===== config.mk =====
export PLATFORM = sky130hd
export DESIGN_NAME = dma_slot_sched
export DESIGN_NICKNAME = d
export VERILOG_FILES = /design/src/rtl/dss_pkg.sv /design/src/rtl/dss_datapath.sv /design/src/rtl/dss_ctrl.sv /design/src/rtl/dma_slot_sched.sv
export SDC_FILE = /design/constraint.sdc
export NUM_CORES = 1
export LEC_CHECK = 0
export BUFFER_PORTS_ARGS = -buffer_cell sky130_fd_sc_hd__buf_2
export CAP_MARGIN = 20
export CORE_ASPECT_RATIO = 0.75
export CORE_UTILIZATION = 36
export CTS_CLUSTER_SIZE = 24
export DETAILED_ROUTE_END_ITERATION = 16
export GPL_TIMING_DRIVEN = 0
export SLEW_MARGIN = 10
export SYNTH_ARGS = -nofsm -noshare
export SYNTH_HDL_FRONTEND = slang
export SYNTH_SLANG_ARGS = --single-unit

===== constraint.sdc =====
create_clock -name clk -period 3.8 [get_ports clk]
set_input_delay 0.57 -clock clk [delete_from_list [all_inputs] [get_ports clk]]
set_output_delay 0.57 -clock clk [all_outputs]
set_load 0.005 [all_outputs]

===== src/rtl/dss_pkg.sv =====
package dss_pkg;

  // grant bit positions
  localparam int G_CPU     = 0;
  localparam int G_LIST    = 1;
  localparam int G_OPERAND = 2;
  localparam int G_PLAYER  = 3;
  localparam int G_MISSILE = 4;
  localparam int G_SCREEN  = 5;
  localparam int G_REFRESH = 6;
  localparam int G_NUM     = 7;

  // position strobes passed from the counter datapath to the slot control
  typedef struct packed {
    logic displayLine;
    logic slotZero;
    logic playerSlot;
    logic operandSlot;
    logic missileLate;
    logic screenSlot;
    logic refreshTick;
    logic refreshOpen;
    logic refreshCutoff;
  } slotStrobes_t;

endpackage


===== src/rtl/dss_datapath.sv =====
module dss_datapath
  import dss_pkg::*;
#(
  parameter int LINE_CYCLES   = 114,
  parameter int DISPLAY_LINES = 240,
  parameter int TOP_BLANK     = 8,
  parameter int NTSC_EXTRA    = 22,
  parameter int PAL_EXTRA     = 72,
  parameter int VSYNC_LINES   = 3,
  parameter int PF_EARLIEST   = 10,
  parameter int PF_LATEST     = 105,
  parameter int MISSILE_LATE  = 112,
  parameter int PLAYER_FIRST  = 1,
  parameter int PLAYER_SLOTS  = 4,
  parameter int OPERAND_FIRST = 5,
  parameter int OPERAND_SLOTS = 2,
  parameter int REFRESH_FIRST = 25,
  parameter int REFRESH_GAP   = 4,
  parameter int REFRESH_COUNT = 9,
  parameter int H_W           = 7,
  parameter int V_W           = 9
) (
  input  logic           clk,
  input  logic           rstN,
  input  logic           palMode,
  input  logic [1:0]     pfMode,
  input  logic [H_W-1:0] pfFirst,
  input  logic [H_W-1:0] pfLast,
  output logic [H_W-1:0] hPos,
  output logic [V_W-1:0] vLine,
  output logic           vSync,
  output logic           vBlank,
  output slotStrobes_t   strobes
);

  localparam int NTSC_LINES = DISPLAY_LINES + NTSC_EXTRA;
  localparam int PAL_LINES  = DISPLAY_LINES + PAL_EXTRA;
  localparam logic [H_W-1:0] LAST_H       = H_W'(LINE_CYCLES - 1);
  localparam logic [H_W-1:0] PF_LO_H      = H_W'(PF_EARLIEST);
  localparam logic [H_W-1:0] PF_HI_H      = H_W'(PF_LATEST);
  localparam logic [H_W-1:0] MISSILE_H    = H_W'(MISSILE_LATE);
  localparam logic [H_W-1:0] PLAYER_LO_H  = H_W'(PLAYER_FIRST);
  localparam logic [H_W-1:0] PLAYER_END_H = H_W'(PLAYER_FIRST + PLAYER_SLOTS);
  localparam logic [H_W-1:0] OPND_LO_H    = H_W'(OPERAND_FIRST);
  localparam logic [H_W-1:0] OPND_END_H   = H_W'(OPERAND_FIRST + OPERAND_SLOTS);
  localparam logic [V_W-1:0] NTSC_LAST_V  = V_W'(NTSC_LINES - 1);
  localparam logic [V_W-1:0] PAL_LAST_V   = V_W'(PAL_LINES - 1);
  localparam logic [V_W-1:0] DISP_LO_V    = V_W'(TOP_BLANK);
  localparam logic [V_W-1:0] DISP_END_V   = V_W'(TOP_BLANK + DISPLAY_LINES);
  localparam logic [V_W-1:0] VSYNC_V      = V_W'(VSYNC_LINES);

  logic [H_W-1:0] hCount;
  logic [V_W-1:0] vCount;
  logic [V_W-1:0] lastLine;
  logic           lineWrap;

  assign lastLine = palMode ? PAL_LAST_V : NTSC_LAST_V;
  assign lineWrap = (hCount == LAST_H);

  // horizontal and vertical counters
  always_ff @(posedge clk or negedge rstN) begin
    if (!rstN) begin
      hCount <= '0;
      vCount <= '0;
    end else begin
      hCount <= lineWrap ? '0 : hCount + 1'b1;
      if (lineWrap) begin
        vCount <= (vCount >= lastLine) ? '0 : vCount + 1'b1;
      end
    end
  end

  logic displayLine;
  assign displayLine = (vCount >= DISP_LO_V) && (vCount < DISP_END_V);

  // refresh request cycles, one comparator per request
  logic [REFRESH_COUNT-1:0] tickHits;
  for (genvar k = 0; k < REFRESH_COUNT; k++) begin : g_refTick
    assign tickHits[k] = (hCount == H_W'(REFRESH_FIRST + k * REFRESH_GAP));
  end

  // playfield window and fetch rate
  logic [H_W-1:0] winLo, winHi, winOffset;
  logic [1:0]     rateMask;
  logic           inWindow;

  assign winLo     = (pfFirst > PF_LO_H) ? pfFirst : PF_LO_H;
  assign winHi     = (pfLast < PF_HI_H) ? pfLast : PF_HI_H;
  assign winOffset = hCount - pfFirst;
  assign inWindow  = (hCount >= winLo) && (hCount <= winHi);

  always_comb begin
    unique case (pfMode)
      2'd1:    rateMask = 2'b00;
      2'd2:    rateMask = 2'b01;
      default: rateMask = 2'b11;
    endcase
  end

  always_comb begin
    strobes               = '0;
    strobes.displayLine   = displayLine;
    strobes.slotZero      = (hCount == '0);
    strobes.playerSlot    = (hCount >= PLAYER_LO_H) && (hCount < PLAYER_END_H);
    strobes.operandSlot   = (hCount >= OPND_LO_H) && (hCount < OPND_END_H);
    strobes.missileLate   = (hCount == MISSILE_H);
    strobes.screenSlot    = (pfMode != 2'd0) && inWindow &&
                            ((winOffset[1:0] & rateMask) == 2'b00);
    strobes.refreshTick   = |tickHits;
    strobes.refreshOpen   = (hCount <= PF_HI_H);
    strobes.refreshCutoff = (hCount == PF_HI_H);
  end

  assign hPos   = hCount;
  assign vLine  = vCount;
  assign vBlank = !displayLine;
  assign vSync  = (vCount > lastLine - VSYNC_V);

endmodule


===== src/rtl/dss_ctrl.sv =====
module dss_ctrl
  import dss_pkg::*;
#(
  parameter int REFRESH_COUNT = 9
) (
  input  logic             clk,
  input  logic             rstN,
  input  slotStrobes_t     strobes,
  input  logic             listDue,
  input  logic             operandDue,
  input  logic             playerEn,
  input  logic             missileEn,
  output logic [G_NUM-1:0] grant,
  output logic             cpuHalt
);

  localparam int PEND_W = $clog2(REFRESH_COUNT + 1);

  logic [PEND_W-1:0] pending;
  logic              listTook;
  logic              refreshWanted;
  logic              refreshGrant;
  logic [G_NUM-1:0]  videoGrant;

  // video slots, in fixed priority
  always_comb begin
    videoGrant = '0;
    if (strobes.displayLine) begin
      if (strobes.slotZero && listDue)
        videoGrant[G_LIST] = 1'b1;
      else if (strobes.slotZero && missileEn)
        videoGrant[G_MISSILE] = 1'b1;
      else if (strobes.playerSlot && playerEn)
        videoGrant[G_PLAYER] = 1'b1;
      else if (strobes.operandSlot && operandDue)
        videoGrant[G_OPERAND] = 1'b1;
      else if (strobes.missileLate && missileEn && listTook)
        videoGrant[G_MISSILE] = 1'b1;
      else if (strobes.screenSlot)
        videoGrant[G_SCREEN] = 1'b1;
    end
  end

  assign refreshWanted = (pending != '0) || strobes.refreshTick;
  assign refreshGrant  = refreshWanted && strobes.refreshOpen && (videoGrant == '0);

  always_comb begin
    grant = videoGrant;
    if (videoGrant == '0) begin
      if (refreshGrant) grant[G_REFRESH] = 1'b1;
      else              grant[G_CPU]     = 1'b1;
    end
  end

  assign cpuHalt = !grant[G_CPU];

  // refresh backlog and list-fetch memory for the late missile slot
  always_ff @(posedge clk or negedge rstN) begin
    if (!rstN) begin
      pending  <= '0;
      listTook <= 1'b0;
    end else begin
      if (strobes.refreshCutoff)
        pending <= '0;
      else
        pending <= pending + PEND_W'(strobes.refreshTick) - PEND_W'(refreshGrant);
      if (strobes.slotZero)
        listTook <= strobes.displayLine && listDue;
    end
  end

endmodule


===== src/rtl/dma_slot_sched.sv =====
module dma_slot_sched
  import dss_pkg::*;
#(
  parameter int LINE_CYCLES   = 114,
  parameter int DISPLAY_LINES = 240,
  parameter int TOP_BLANK     = 8,
  parameter int NTSC_EXTRA    = 22,
  parameter int PAL_EXTRA     = 72,
  parameter int VSYNC_LINES   = 3,
  parameter int PF_EARLIEST   = 10,
  parameter int PF_LATEST     = 105,
  parameter int MISSILE_LATE  = 112,
  parameter int PLAYER_FIRST  = 1,
  parameter int PLAYER_SLOTS  = 4,
  parameter int OPERAND_FIRST = 5,
  parameter int OPERAND_SLOTS = 2,
  parameter int REFRESH_FIRST = 25,
  parameter int REFRESH_GAP   = 4,
  parameter int REFRESH_COUNT = 9,
  localparam int H_W = $clog2(LINE_CYCLES),
  localparam int V_W = $clog2(DISPLAY_LINES + ((PAL_EXTRA > NTSC_EXTRA) ? PAL_EXTRA : NTSC_EXTRA))
) (
  input  logic           clk,
  input  logic           rstN,
  input  logic           palMode,
  input  logic           listDue,
  input  logic           operandDue,
  input  logic           playerEn,
  input  logic           missileEn,
  input  logic [1:0]     pfMode,
  input  logic [H_W-1:0] pfFirst,
  input  logic [H_W-1:0] pfLast,
  output logic [6:0]     grant,
  output logic           cpuHalt,
  output logic [H_W-1:0] hPos,
  output logic [V_W-1:0] vLine,
  output logic           vSync,
  output logic           vBlank
);

  slotStrobes_t strobes;

  dss_datapath #(
    .LINE_CYCLES  (LINE_CYCLES),
    .DISPLAY_LINES(DISPLAY_LINES),
    .TOP_BLANK    (TOP_BLANK),
    .NTSC_EXTRA   (NTSC_EXTRA),
    .PAL_EXTRA    (PAL_EXTRA),
    .VSYNC_LINES  (VSYNC_LINES),
    .PF_EARLIEST  (PF_EARLIEST),
    .PF_LATEST    (PF_LATEST),
    .MISSILE_LATE (MISSILE_LATE),
    .PLAYER_FIRST (PLAYER_FIRST),
    .PLAYER_SLOTS (PLAYER_SLOTS),
    .OPERAND_FIRST(OPERAND_FIRST),
    .OPERAND_SLOTS(OPERAND_SLOTS),
    .REFRESH_FIRST(REFRESH_FIRST),
    .REFRESH_GAP  (REFRESH_GAP),
    .REFRESH_COUNT(REFRESH_COUNT),
    .H_W          (H_W),
    .V_W          (V_W)
  ) u_datapath (
    .clk    (clk),
    .rstN   (rstN),
    .palMode(palMode),
    .pfMode (pfMode),
    .pfFirst(pfFirst),
    .pfLast (pfLast),
    .hPos   (hPos),
    .vLine  (vLine),
    .vSync  (vSync),
    .vBlank (vBlank),
    .strobes(strobes)
  );

  dss_ctrl #(
    .REFRESH_COUNT(REFRESH_COUNT)
  ) u_ctrl (
    .clk       (clk),
    .rstN      (rstN),
    .strobes   (strobes),
    .listDue   (listDue),
    .operandDue(operandDue),
    .playerEn  (playerEn),
    .missileEn (missileEn),
    .grant     (grant),
    .cpuHalt   (cpuHalt)
  );

endmodule


==> results of run 1 <==
[Yosys cell counts (2+ instances only)]
| master | n | area share |
|---|---|---|
| a21boi_0 | 2 | 0.0073 |
| a21o_1 | 3 | 0.011 |
| a21oi_1 | 15 | 0.036 |
| a22o_1 | 3 | 0.013 |
| and2_1 | 5 | 0.015 |
| and3_1 | 3 | 0.0091 |
| buf_2 | 2 | 0.0048 |
| clkbuf_1 | 4 | 0.0073 |
| dfrtp_1 | 21 | 0.25 |
| ha_1 | 31 | 0.19 |
| inv_1 | 17 | 0.031 |
| nand2_1 | 14 | 0.025 |
| nand2b_1 | 4 | 0.012 |
| nand3_1 | 8 | 0.019 |
| nand4_1 | 2 | 0.0060 |
| nand4b_1 | 2 | 0.0085 |
| nor2_1 | 24 | 0.044 |
| nor2b_1 | 8 | 0.024 |
| nor3_1 | 6 | 0.015 |
| o211ai_1 | 3 | 0.011 |
| o21a_1 | 3 | 0.011 |
| o21ai_0 | 13 | 0.031 |
| o31a_1 | 4 | 0.017 |
| or3_1 | 5 | 0.015 |
| xnor2_1 | 8 | 0.034 |
| xor2_1 | 2 | 0.0085 |
[final cells by class]
class	instances	area [sq um]	area share
Multi-Input combinational cell	196	1440	0.5875
Sequential cell	21	525.5	0.2144
Timing Repair Buffer	48	240.2	0.09801
Tap cell	75	93.84	0.03828
Inverter	17	63.81	0.02603
Clock buffer	3	41.29	0.01685
Buffer	8	41.29	0.01685
Clock inverter	1	5.005	0.002042
[routing by layer]
layer  share of wire  routed length (microns)  vias to the layer above  track usage
li1                -                        -                      983            -
met1            0.56                     2688                      876       0.2652
met2            0.40                     1948                       31       0.2292
met3           0.038                      186                        2      0.03545
met4          0.0029                       14                        0      0.01190
met5               0                        0                        -            0
[metrics by stage]
step                      worst slack [ns]  instance area, sq um  power, mW  hold slack, ns
after floorplan                     0.4919                  2069     0.2577          0.2744
after global placement             0.07891                  2404     0.2828          0.5086
after detailed placement           0.06610                  2404     0.2841          0.5172
after CTS                          0.05642                  2450     0.4329          0.2824
after global routing               0.03423                  2451     0.4503          0.2939
final                               0.2527                  2451     0.4272          0.2617
[repair_timing]
action	in CTS	in global routing
gates resized for setup	0	2
buffers inserted	0	0
hold buffers	0	0
endpoints found under the setup margin	0	3
[worst max-delay path, cell delays in order (launching register included)]
cell	delay, ns
dfrtp_1	0.44
clkbuf_2	0.25
inv_1	0.17
ha_1	0.23
nand2b_1	0.15
nor3_1	0.14
or3_1	0.37
nor4_2	0.34
a21oi_1	0.17
ha_1	0.31
inv_1	0.04
ha_1	0.20
fa_1	0.38
xnor2_1	0.18
nor2_1	0.06
[sequential cells by signal, indices dropped and copies added (netlist names)]
signal	cells
u_datapath.vLine	9
u_ctrl.listTook	1
u_ctrl.pending	4
u_datapath.hPos	7
[cells by family after synthesis]
kind of cell,synth area share
simple gates,0.2491
compound gates,0.1971
fa+ha+maj,0.2019
buf+inv,0.05018
flops,0.2539
xor+xnor,0.04232
mux,0.005441
[power by group]
part / total (mW) / internal (mW) / switching, mW
registers: 0.223 / 0.223 / 0
clock network: 0.148 / 0.0731 / 0.0749
logic: 0.0560 / 0.0254 / 0.0306
total: 0.427 / 0.322 / 0.105
[final timing paths]
| check | end | depth (start not counted) |
|---|---|---|
| min in group clk | u_ctrl.listTook | 2 |
| hold reg to reg | u_ctrl.listTook | 2 |
| max in group asynchronous | u_datapath.hPos[1] | 1 |
| hold / removal | u_ctrl.listTook | 1 |
| setup reg to reg | u_ctrl.pending[2] | 14 |
| setup / recovery | u_ctrl.pending[2] | 14 |
==> results.md, run 1 <==
- The run finished with clean final reports.
- Of the cells placed in the final design, the portion with a size suffix greater than 1 is 0.2177.
- The row count is 23.
- The power per standard cell area is 174.3 mW/mm^2.
- The detailed router placed 1,892 vias in this run.
- The die outline area is 0.006059 sq mm.
- After synthesis the netlist holds a flip-flop and latch count of 21.
- Setup repair after global routing left no endpoint under its margin.
- CTS built an H-tree with a depth of 1.
- 0 antenna diodes ended up in the layout.
- The initial cell density of the core is 0.3805.
- Once detail routing completed, the nets flagged for antenna violations numbered 0.
- The most used flip-flop cell after synthesis is dfrtp_1.
- At the end of the flow, the number of nets in the layout was 350.
- The total iterations of the first detailed-routing run is 4.
- The post-synthesis sequential area ratio is 0.2539.
- The final number of max-transition violations came to 0.
- Clock-pin slew was measured on the worst setup and hold paths at 0.08 ns.
- The leakage power is 1.154 nW.
- STA puts the critical path data arrival time at 3.69 ns.
- Entering global routing, the biggest net connects 22 pins.
- The achievable frequency is 281.9 MHz.
- The number of antenna violations at the first check in global routing came to 0.
- The detailed-route vias per instance is 5.127.
- The port buffer count is 48.
- The time the final worst path needs with I/O delays and setup is 3.547 ns.
- The maximum vdd drop is 131.3 uV.
- The via count of the first global-routing pass is 1,588.
- In this run the deepest clock path goes through 2 buffers.
- Data on the critical path is required at its endpoint by 3.94 ns.
- The routed wirelength normalized by instance count is 13.11 microns.
- Across the run, the number of max-cap violations was 0.
- The critical path starts at u_datapath.hPos[0].
- The core region is 0.005439 sq mm.
- The number of DRC markers after the initial detailed-route iteration is 88.
- The post-detailed-routing wire length is 4838 microns.
- The type of destination of the critical path is a register.
- The half-perimeter wire length of the detailed placement result is 3918 microns.
- The final worst clock skew is 0.006665 ns.
- The startpoint identified for the worst register-to-register timing path is u_datapath.hPos[0].
- The die is 67.66 microns tall.
- In this run, placement finished with an instance count of 365.
- The final RePlAce weighted congestion is 0.7739.
- For this run, asynchronously set or reset flops after synthesis account for 1.000.
- The root buffer selected by CTS is clkbuf_8.
- In this run the tightest slew margin relative to its limit is 0.6310.
- The start-to-end type of the worst setup path is register to register.
- The classification of the worst-slack hold path is primary input to asynchronous set/reset pin.
- The synthesis-to-layout area growth is 18.44%.
- The worst setup path is launched from a register.
- After technology mapping, the gate count stands at 242.
- For this run, the total global-route usage over all layers was measured as 0.1655.
- In the routed design, unresolved DRC markers number 0.
- The number of hold violations in the final report came to 0.
- The slew at the pin closest to its max-slew limit is 0.5493 ns.
- The largest driver fanout on the critical path is 9.
- TritonCTS built the clock tree.
- Global routing finished with a remaining overflow of 0.
- The clock latency on the worst-skew pair is 0.26 ns.
- The number of standard cells in the layout, taps in and fillers out is 369.
- The first global-routing pass estimated 7679 microns of wire.
- For this run, the share of the core covered by cells in the final layout is 0.4507.
- After synthesis, the netlist uses 56 different library cells.
- The filler cell count in the final layout is 581.
- In the finished design, the share of the clock period the worst path needs comes to 0.9335.
- The most frequent standard cell in the layout excluding fill and tap cells is buf_2.
- Buffers inserted during clock tree synthesis total 3.
- The number of clock sinks is 21.
- Averaged over all synthesized cells, the footprint is 8.552 sq um.
- Setup total negative slack on the finished layout was measured at 0 ns.
- During synthesis, Yosys emitted a total of 0 warnings.
- Leaving out fill and tap cells, the most frequent cells in the layout are 50 x buf_2, 31 x ha_1, 24 x nor2_1, 21 x dfrtp_1, 17 x inv_1.
- The minimum setup slack among reg-to-reg paths is 0.25 ns.
- Setup violations remaining at the end of the flow were counted as 0.
- The width of the die is 89.55 microns.
- The number of I/O pins is 49.
- In this run, synthesis inferred 0 flip-flops with an integrated enable.
- Synthesis produced a netlist with a net count of 297.
- The area of the mapped netlist is 0.002069 sq mm.
(Power assumes the default switching activity.)
==> run 2, diff against run 1 <==
--- a/config.mk
+++ b/config.mk
@@ -8,7 +8,8 @@
 export BUFFER_PORTS_ARGS = -buffer_cell sky130_fd_sc_hd__buf_2
 export CAP_MARGIN = 20
 export CORE_ASPECT_RATIO = 0.75
-export CORE_UTILIZATION = 36
+export CORE_MARGIN = 2
+export CORE_UTILIZATION = 40
 export CTS_CLUSTER_SIZE = 24
 export DETAILED_ROUTE_END_ITERATION = 16
 export GPL_TIMING_DRIVEN = 0
==> constraint.sdc (replaced) <==
create_clock -name clk -period 3.6 [get_ports clk]
set_input_delay 0.54 -clock clk [delete_from_list [all_inputs] [get_ports clk]]
set_output_delay 0.54 -clock clk [all_outputs]
set_load 0.005 [all_outputs]
==> run 2 against run 1 <==
Critical path depth shrank 1. Combinational power grew 8.0%. Register-to-register slack is essentially flat. Worst setup slack lost 0.0081 ns. Hold slack lost 0.036 ns. Critical path type unchanged. Clock-buffer cell count grew 1. Via count shrank 1.4%. Non-clock buffer count is the same. Flip-flop and latch count is the same. Routed wire length shrank 0.60%. Fmax grew 5.7%. Largest power group unchanged.
==> results.md, run 2 (synthesis results as in run 1) <==
- The final-stage net count is 350 (unchanged).
- The minimum setup slack among reg-to-reg paths is 0.24 ns (about the same).
- The number of nets with antenna violations after detailed routing is 0 (unchanged).
- The TritonCTS clock tree is done.
- The width of the die came to 87.06 microns (-2.8%).
- The switching power is 0.1048 mW (-0.64%).
- The total iterations of the first detailed-routing run came to 4 (unchanged).
- The final core utilization is 0.4970 (+0.04630).
- The row count is 22 (-4.3%).
- The met1 routed wirelength after detailed routing was 2679 microns (-0.33%).
- The depth of the worst register-to-register path is 13 (-1).
- The ratio of final minimum period to clock period is 0.9321 (-0.001455).
- The path class of the tightest hold or removal check is primary input to asynchronous set/reset pin.
- The global-route wire length before repair is 7810 microns (+1.7%).
- The type of origin of the critical path is a register.
- The synthesis-to-layout area growth is 18.32%.
- The critical path required time was 3.74 ns (-0.20 ns).
- The number of H-tree levels is 1 (unchanged).
- The internal power is 0.3418 mW (+6.2%).
- The number of I/O pins is 49 (unchanged).
- The run finished with clean final reports.
- The cell occurring most often along the worst timing path is ha_1.
- The die outline area is 0.005771 sq mm (-4.8%).
- The sequential cell area in the final layout is 526.8 sq um (+0.24%).
- The detailed route wirelength on metal3 is 190 microns (+2.2%).
- The initial cell density of the core came to 0.4200 (+0.03952).
- The routed wirelength normalized by instance count is 13.58 microns (+3.6%).
- The start-to-end type of the worst setup path is register to register.
- The critical path starts at u_datapath.hPos[1].
- The number of hold violations in the final report is 0 (unchanged).
- The largest driver fanout on the critical path came to 9 (unchanged).
- The leakage power came to 1.151 nW (-0.29%).
- The highest metal layer with signal wires is met4.
- The setup-violating endpoint count in the final report is 0 (unchanged).
- The time the final worst path needs with I/O delays and setup is 3.355 ns (-0.1919 ns).
- The area of all placed cells without fillers was 0.002449 sq mm (-0.10%).
- The final worst clock skew is 0.003603 ns (-0.003061 ns).
- The fraction of layout instances using a drive strength above 1 was 0.2211 (+0.003401).
- The half-perimeter wire length of the detailed placement result is 3833 microns (-2.1%).
- The arrival time of the worst setup path came to 3.49 ns (-0.20 ns).
- The headroom to the max-slew limit came to 0.6469 (+0.01590).
- The root buffer selected by CTS is clkbuf_8.
- The post-CTS setup repair buffer count is 0 (unchanged).
- The maximum number of buffers from clock root to sink is 2 (unchanged).
- The stage delay of the slowest cell on the critical path is 0.49 ns (+0.05 ns).
- The library cell used most frequently in the layout, excluding fill and tap cells, is buf_2.
- The met2 layer wire length in the routed design is 1921 microns (-1.4%).
- The antenna cell count was 0 (unchanged).
- The number of hold buffers added after cts is 0 (unchanged).
- The vertical extent of the die came to 66.29 microns (-2.0%).
- The number of clock sinks is 21 (unchanged).
- The number of instances in the placed design is 350 (-4.1%).
- The detailed-route vias per instance is 5.268 (+2.7%).
- The number of antenna violations at the first check in global routing came to 0 (unchanged).
- The switching fraction of total power was 0.2346 (-0.01221).
- The placed standard-cell area is 0.002385 sq mm (-0.78%).
- The post-detailed-routing wire length is 4809 microns (-0.60%).
- The area of the core was 0.004927 sq mm (-9.4%).
- The total power is 0.4466 mW (+4.5%).
- The via count of the first global-routing pass is 1,680 (+5.8%).
- The achievable frequency is 298.0 MHz (+5.7%).
- The total DRC errors in the routed layout came to 0 (unchanged).
- The fraction of power consumed by combinational cells is 0.135 (+0.004).
- The final number of max-transition violations is 0 (unchanged).
- Traced cell by cell, the critical path runs through buf_6 -> inv_1 -> ha_1 -> or4_1 -> and4_4 -> nor4b_4 -> o211ai_1 -> a21oi_1 -> ha_1 -> inv_1 -> ha_1 -> fa_1 -> nor2b_1.
- The filler cell count in the final layout is 479 (-18%).
- The number of violations of the max-capacitance limit was 0 (unchanged).
- The footprint of the multi-input gates is 0.001454 sq mm (+0.96%).
- The clock-pin transition on the worst setup and hold timing paths came to 0.07 ns (about the same).
- The global routing usage summed across all routing layers was 0.1699 (+0.004435).
- The fraction of power consumed by the clock network came to 0.337 (-0.009).
- The port buffer count is 48 (unchanged).
- The final global-route overflow total is 0 (unchanged).
- The worst register-to-register path begins at u_datapath.hPos[1].
- The cell with the largest stage delay on the worst path is or4_1.
- The number of DRC markers after the initial detailed-route iteration is 72 (-18%).
- The worst setup path is captured at a register.
- The library cells used most frequently in the layout, excluding fill and tap cells, are 50 x buf_2, 31 x ha_1, 24 x nor2_1, 20 x dfrtp_1, 17 x inv_1.
- The routed via count is 1,865 (-1.4%).
- The reg-to-reg endpoint is u_ctrl.pending[1].
- The power per standard cell area was 182.4 mW/mm^2 (+4.6%).
- The clock latency on the worst-skew pair is 0.26 ns (about the same).
- The maximum vdd drop is 133.7 uV (+1.8%).
- The total CTS buffers was 3 (unchanged).
- The final RePlAce weighted congestion is 0.7942 (+2.6%).
- Setup repair after global routing left no endpoint under its margin.
- The number of standard cells in the layout, taps in and fillers out is 354 (-4.1%).
- The slew at the pin closest to its max-slew limit is 0.5256 ns (-0.02366 ns).
- The total negative slack for setup checks is 0 ns (unchanged).
- The largest net degree at the start of global routing is 22 (unchanged).
- The sequential share of power came to 0.528 (+0.005).
- The number of flip-flops under the largest register name is 9 (unchanged).
==> run 2: through the flow <==
step                worst slack (ns)  hold slack (ns)
global placement             -0.1142           0.5037
CTS                          0.09123           0.2455
floorplan                     0.3219           0.2444
global route                 0.02902           0.2696
detailed placement           -0.1330           0.5044
finish                        0.2446           0.2254
==> run 2: area by class of cell <==
| type | instances | area share |
|---|---|---|
| Multi-Input combinational cell | 196 | 0.5938 |
| Inverter | 17 | 0.02606 |
| Clock buffer | 4 | 0.01840 |
| Timing Repair Buffer | 48 | 0.09811 |
| Buffer | 8 | 0.01788 |
| Sequential cell | 21 | 0.2151 |
| Tap cell | 60 | 0.03066 |
==> run 2: how the worst max path moves through the flow <==
stage | end | slack (ns) | cells after the start
2_1_floorplan | u_ctrl.pending[2] | 0.32 | 15
3_3_place_gp | u_ctrl.pending[2] | -0.11 | 16
5_1_grt | u_ctrl.pending[2] | 0.03 | 16
4_1_cts | u_ctrl.pending[2] | 0.09 | 14
3_5_place_dp | u_ctrl.pending[2] | -0.13 | 16
6_report | u_ctrl.pending[1] | 0.24 | 13
==> run 2: power by group through the flow <==
stage / logic [mW] / registers (mW) / clock network, mW
floorplan: 0.0316 / 0.240 / 0
global placement: 0.0586 / 0.240 / 0
detailed placement: 0.0593 / 0.240 / 0
CTS: 0.0597 / 0.236 / 0.155
global route: 0.0699 / 0.236 / 0.165
finish: 0.0605 / 0.236 / 0.150
==> run 2: worst max-delay path, delay by kind of cell, from the launching register on <==
| kind | cells | cell delay [ns] |
|---|---|---|
| adders and majority gates | 4 | 1.08 |
| buffers and inverters | 3 | 0.28 |
| and+or+nand+nor | 4 | 1.11 |
| DFF | 1 | 0.43 |
| AOI/OAI and AO/OA | 2 | 0.33 |
==> run 2: layer usage <==
metal  up-vias  GRT usage
met5         -          0
met4         0    0.01758
met3         2    0.03371
met2        38     0.2452
met1       845     0.2646
li1        980          -
==> run 2: what timing repair did <==
item / 4_1_cts / 5_1_grt
setup endpoints to repair: 1 / 3
gates resized for setup: 1 / 5
pin swaps: 0 / 1
==> run 3, diff against run 2 <==
==> constraint.sdc (replaced) <==
create_clock -name clk -period 4 [get_ports clk]
set_input_delay 0.6 -clock clk [delete_from_list [all_inputs] [get_ports clk]]
set_output_delay 0.6 -clock clk [all_outputs]
set_load 0.005 [all_outputs]
==> run 3 against run 2 <==
Critical path depth increased by 1. Sequential share of layout area is 0.11 points higher. Via count rose by 1.1%. Die area stayed put. Register-to-register slack improved by 0.11 ns. Clock-buffer cell count is the same. Fmax shrank 7.9%. Critical path type unchanged. Highest routed layer unchanged.
==> results.md, run 3 (synthesis results as in run 1) <==
- The width of the die is 87.06 microns (unchanged).
- The fraction of power consumed by the clock network was 0.335 (-0.002).
- The achievable frequency is 274.4 MHz (-7.9%).
- The number of DRC markers after the initial detailed-route iteration is 115 (+60%).
- The library cell used most frequently in the layout, excluding fill and tap cells, is buf_2.
- The arrival time of the worst setup path came to 3.78 ns (+0.29 ns).
- The total iterations of the first detailed-routing run is 4 (unchanged).
- The number of hold violations in the final report is 0 (unchanged).
- The run finished with clean final reports.
- The slew at the pin closest to its max-slew limit is 0.5534 ns (+0.02782 ns).
- The final global-route overflow total came to 0 (unchanged).
- The headroom to the max-slew limit is 0.6282 (-0.01869).
- The final-stage net count is 350 (unchanged).
- The via count of the first global-routing pass is 1,678 (-0.12%).
- The port buffer count was 48 (unchanged).
- The maximum vdd drop was 120.3 uV (-10%).
- The total negative slack for setup checks is 0 ns (unchanged).
- The sequential cell area in the final layout came to 525.5 sq um (-0.24%).
- The clock-pin transition on the worst setup and hold timing paths was 0.07 ns (about the same).
- The number of flip-flops under the largest register name is 9 (unchanged).
- The type of destination of the critical path is a register.
- The worst setup path is of the register to register kind.
- The routed wirelength normalized by instance count was 13.62 microns (+0.23%).
- The sequential share of power is 0.532 (+0.004).
- The largest net degree at the start of global routing is 22 (unchanged).
- The fraction of power consumed by combinational cells came to 0.133 (-0.002).
- The power per standard cell area is 164.2 mW/mm^2 (-9.9%).
- The post-detailed-routing wire length is 4820 microns (+0.23%).
- In this run the clock root is driven by a clkbuf_8.
- The filler cell count in the final layout is 477 (-0.42%).
- The switching power is 0.09183 mW (-12%).
- The total DRC errors in the routed layout is 0 (unchanged).
- The initial cell density of the core was 0.4200 (unchanged).
- In this design, the critical path's most frequently occurring cell is ha_1.
- The origin of the worst setup path is u_datapath.hPos[0].
- The number of clock sinks is 21 (unchanged).
- The clock latency on the worst-skew pair is 0.26 ns (about the same).
- The signal on the critical path passes through clkbuf_1 -> inv_1 -> ha_1 -> nand2b_1 -> nor3_1 -> or3_1 -> nor4_2 -> a21oi_1 -> ha_1 -> inv_1 -> ha_1 -> fa_1 -> xnor2_1 -> nor2_1.
- The internal power is 0.3072 mW (-10%).
- The antenna cell count is 0 (unchanged).
- The final number of max-transition violations is 0 (unchanged).
- The number of instances resized during post-cts repair is 0 (-1).
- The area growth from synthesis to layout is 17.41%.
- The largest driver fanout on the critical path came to 9 (unchanged).
- Among cell families on the critical path, the largest total delay comes from adder cells.
- The post-CTS setup repair buffer count is 0 (unchanged).
- The row count is 22 (unchanged).
- The minimum setup slack among reg-to-reg paths is 0.36 ns (+0.11 ns).
- The leakage power is 1.149 nW (-0.16%).
- The time the final worst path needs with I/O delays and setup is 3.644 ns (+0.2890 ns).
- The half-perimeter wire length of the detailed placement result came to 3833 microns (unchanged).
- The footprint of the multi-input gates is 0.001440 sq mm (-0.95%).
- TritonCTS built the clock tree.
- The setup-violating endpoint count in the final report is 0 (unchanged).
- The global routing usage summed across all routing layers is 0.1699 (unchanged).
- The reg-to-reg endpoint is u_ctrl.pending[2].
- The number of H-tree levels is 1 (unchanged).
- The final RePlAce weighted congestion is 0.7942 (unchanged).
- The global-route wire length before repair is 7810 microns (unchanged).
- Setup repair after global routing left no endpoint under its margin.
- The tightest min-delay check is of the primary input to asynchronous set/reset pin type.
- The detailed-route vias per instance was 5.325 (+1.1%).
- The slowest stage of the critical path is the dfrtp_1 cell.
- The fraction of layout instances using a drive strength above 1 is 0.2109 (-0.01020).
- The vertical extent of the die was 66.29 microns (unchanged).
- The post-route worst hold slack was 0.2889 ns (+0.06352 ns).
- The number of hold buffers added after cts came to 0 (unchanged).
- The critical path required time is 4.14 ns (+0.40 ns).
- The number of antenna violations at the first check in global routing is 0 (unchanged).
- The critical path buffer and inverter count is 3 (unchanged).
- The final worst clock skew came to 0.001971 ns (-0.001632 ns).
- The total CTS buffers is 3 (unchanged).
- The depth of the worst register-to-register path is 14 (+1).
- The stage delay of the slowest cell on the critical path is 0.43 ns (-0.06 ns).
- The top cell types in the final layout, fill and taps aside, are 50 x buf_2, 31 x ha_1, 24 x nor2_1, 21 x dfrtp_1, 17 x inv_1.
- The switching fraction of total power is 0.2301 (-0.004475).
- The maximum number of buffers from clock root to sink was 2 (unchanged).
- The number of I/O pins is 49 (unchanged).
- The area of the core is 0.004927 sq mm (unchanged).
- The die outline area is 0.005771 sq mm (unchanged).
- The ratio of final minimum period to clock period is 0.9111 (-0.02095).
- The startpoint identified for the worst register-to-register timing path is u_datapath.hPos[0].
- The routed via count is 1,885 (+1.1%).
- The number of nets with antenna violations after detailed routing is 0 (unchanged).
- The number of violations of the max-capacitance limit is 0 (unchanged).
- STA classifies the critical path startpoint as a register.
## run 3: final cells by class
type	instances	area share
repair buffers	48	0.09887
multi-input cells	196	0.5927
plain buffers	8	0.01648
well taps	60	0.03090
flip-flops and latches	21	0.2163
inverters	17	0.02626
clock buffers	4	0.01854
## run 3: stage by stage
stage | setup slack [ns] | total power, mW | utilization | cells | cell area (sq um)
2_1_floorplan | 0.6619 | 0.2448 | - | 242 | 2069
3_3_place_gp | 0.2258 | 0.2691 | 0.4840 | 350 | 2385
3_5_place_dp | 0.2070 | 0.2697 | 0.4840 | 350 | 2385
4_1_cts | 0.3308 | 0.4056 | 0.4931 | 354 | 2430
5_1_grt | 0.06627 | 0.4218 | 0.4931 | 354 | 2430
6_report | 0.3556 | 0.3991 | 0.4931 | 354 | 2430
## run 3: worst max-delay path by stage
stage / end / slack [ns] / cells after the start
6_report: u_ctrl.pending[2] / 0.36 / 14
2_1_floorplan: u_ctrl.pending[2] / 0.66 / 15
5_1_grt: u_ctrl.pending[2] / 0.07 / 14
3_5_place_dp: u_ctrl.pending[2] / 0.21 / 16
4_1_cts: u_ctrl.pending[2] / 0.33 / 14
3_3_place_gp: u_ctrl.pending[2] / 0.23 / 16
## run 3: power by group through the flow
stage          clock, mW  sequential [mW]  combinational [mW]
2_1_floorplan          0            0.216              0.0285
3_3_place_gp           0            0.216              0.0528
3_5_place_dp           0            0.216              0.0534
4_1_cts            0.140            0.212              0.0538
5_1_grt            0.148            0.212              0.0614
6_report           0.134            0.212              0.0530
## run 3: per-layer routing
| layer | GRT usage | part of all wire |
|---|---|---|
| met3 | 0.03371 | 0.041 |
| met2 | 0.2452 | 0.40 |
| met4 | 0.01758 | 0.0037 |
| met1 | 0.2646 | 0.56 |
| met5 | 0 | 0 |
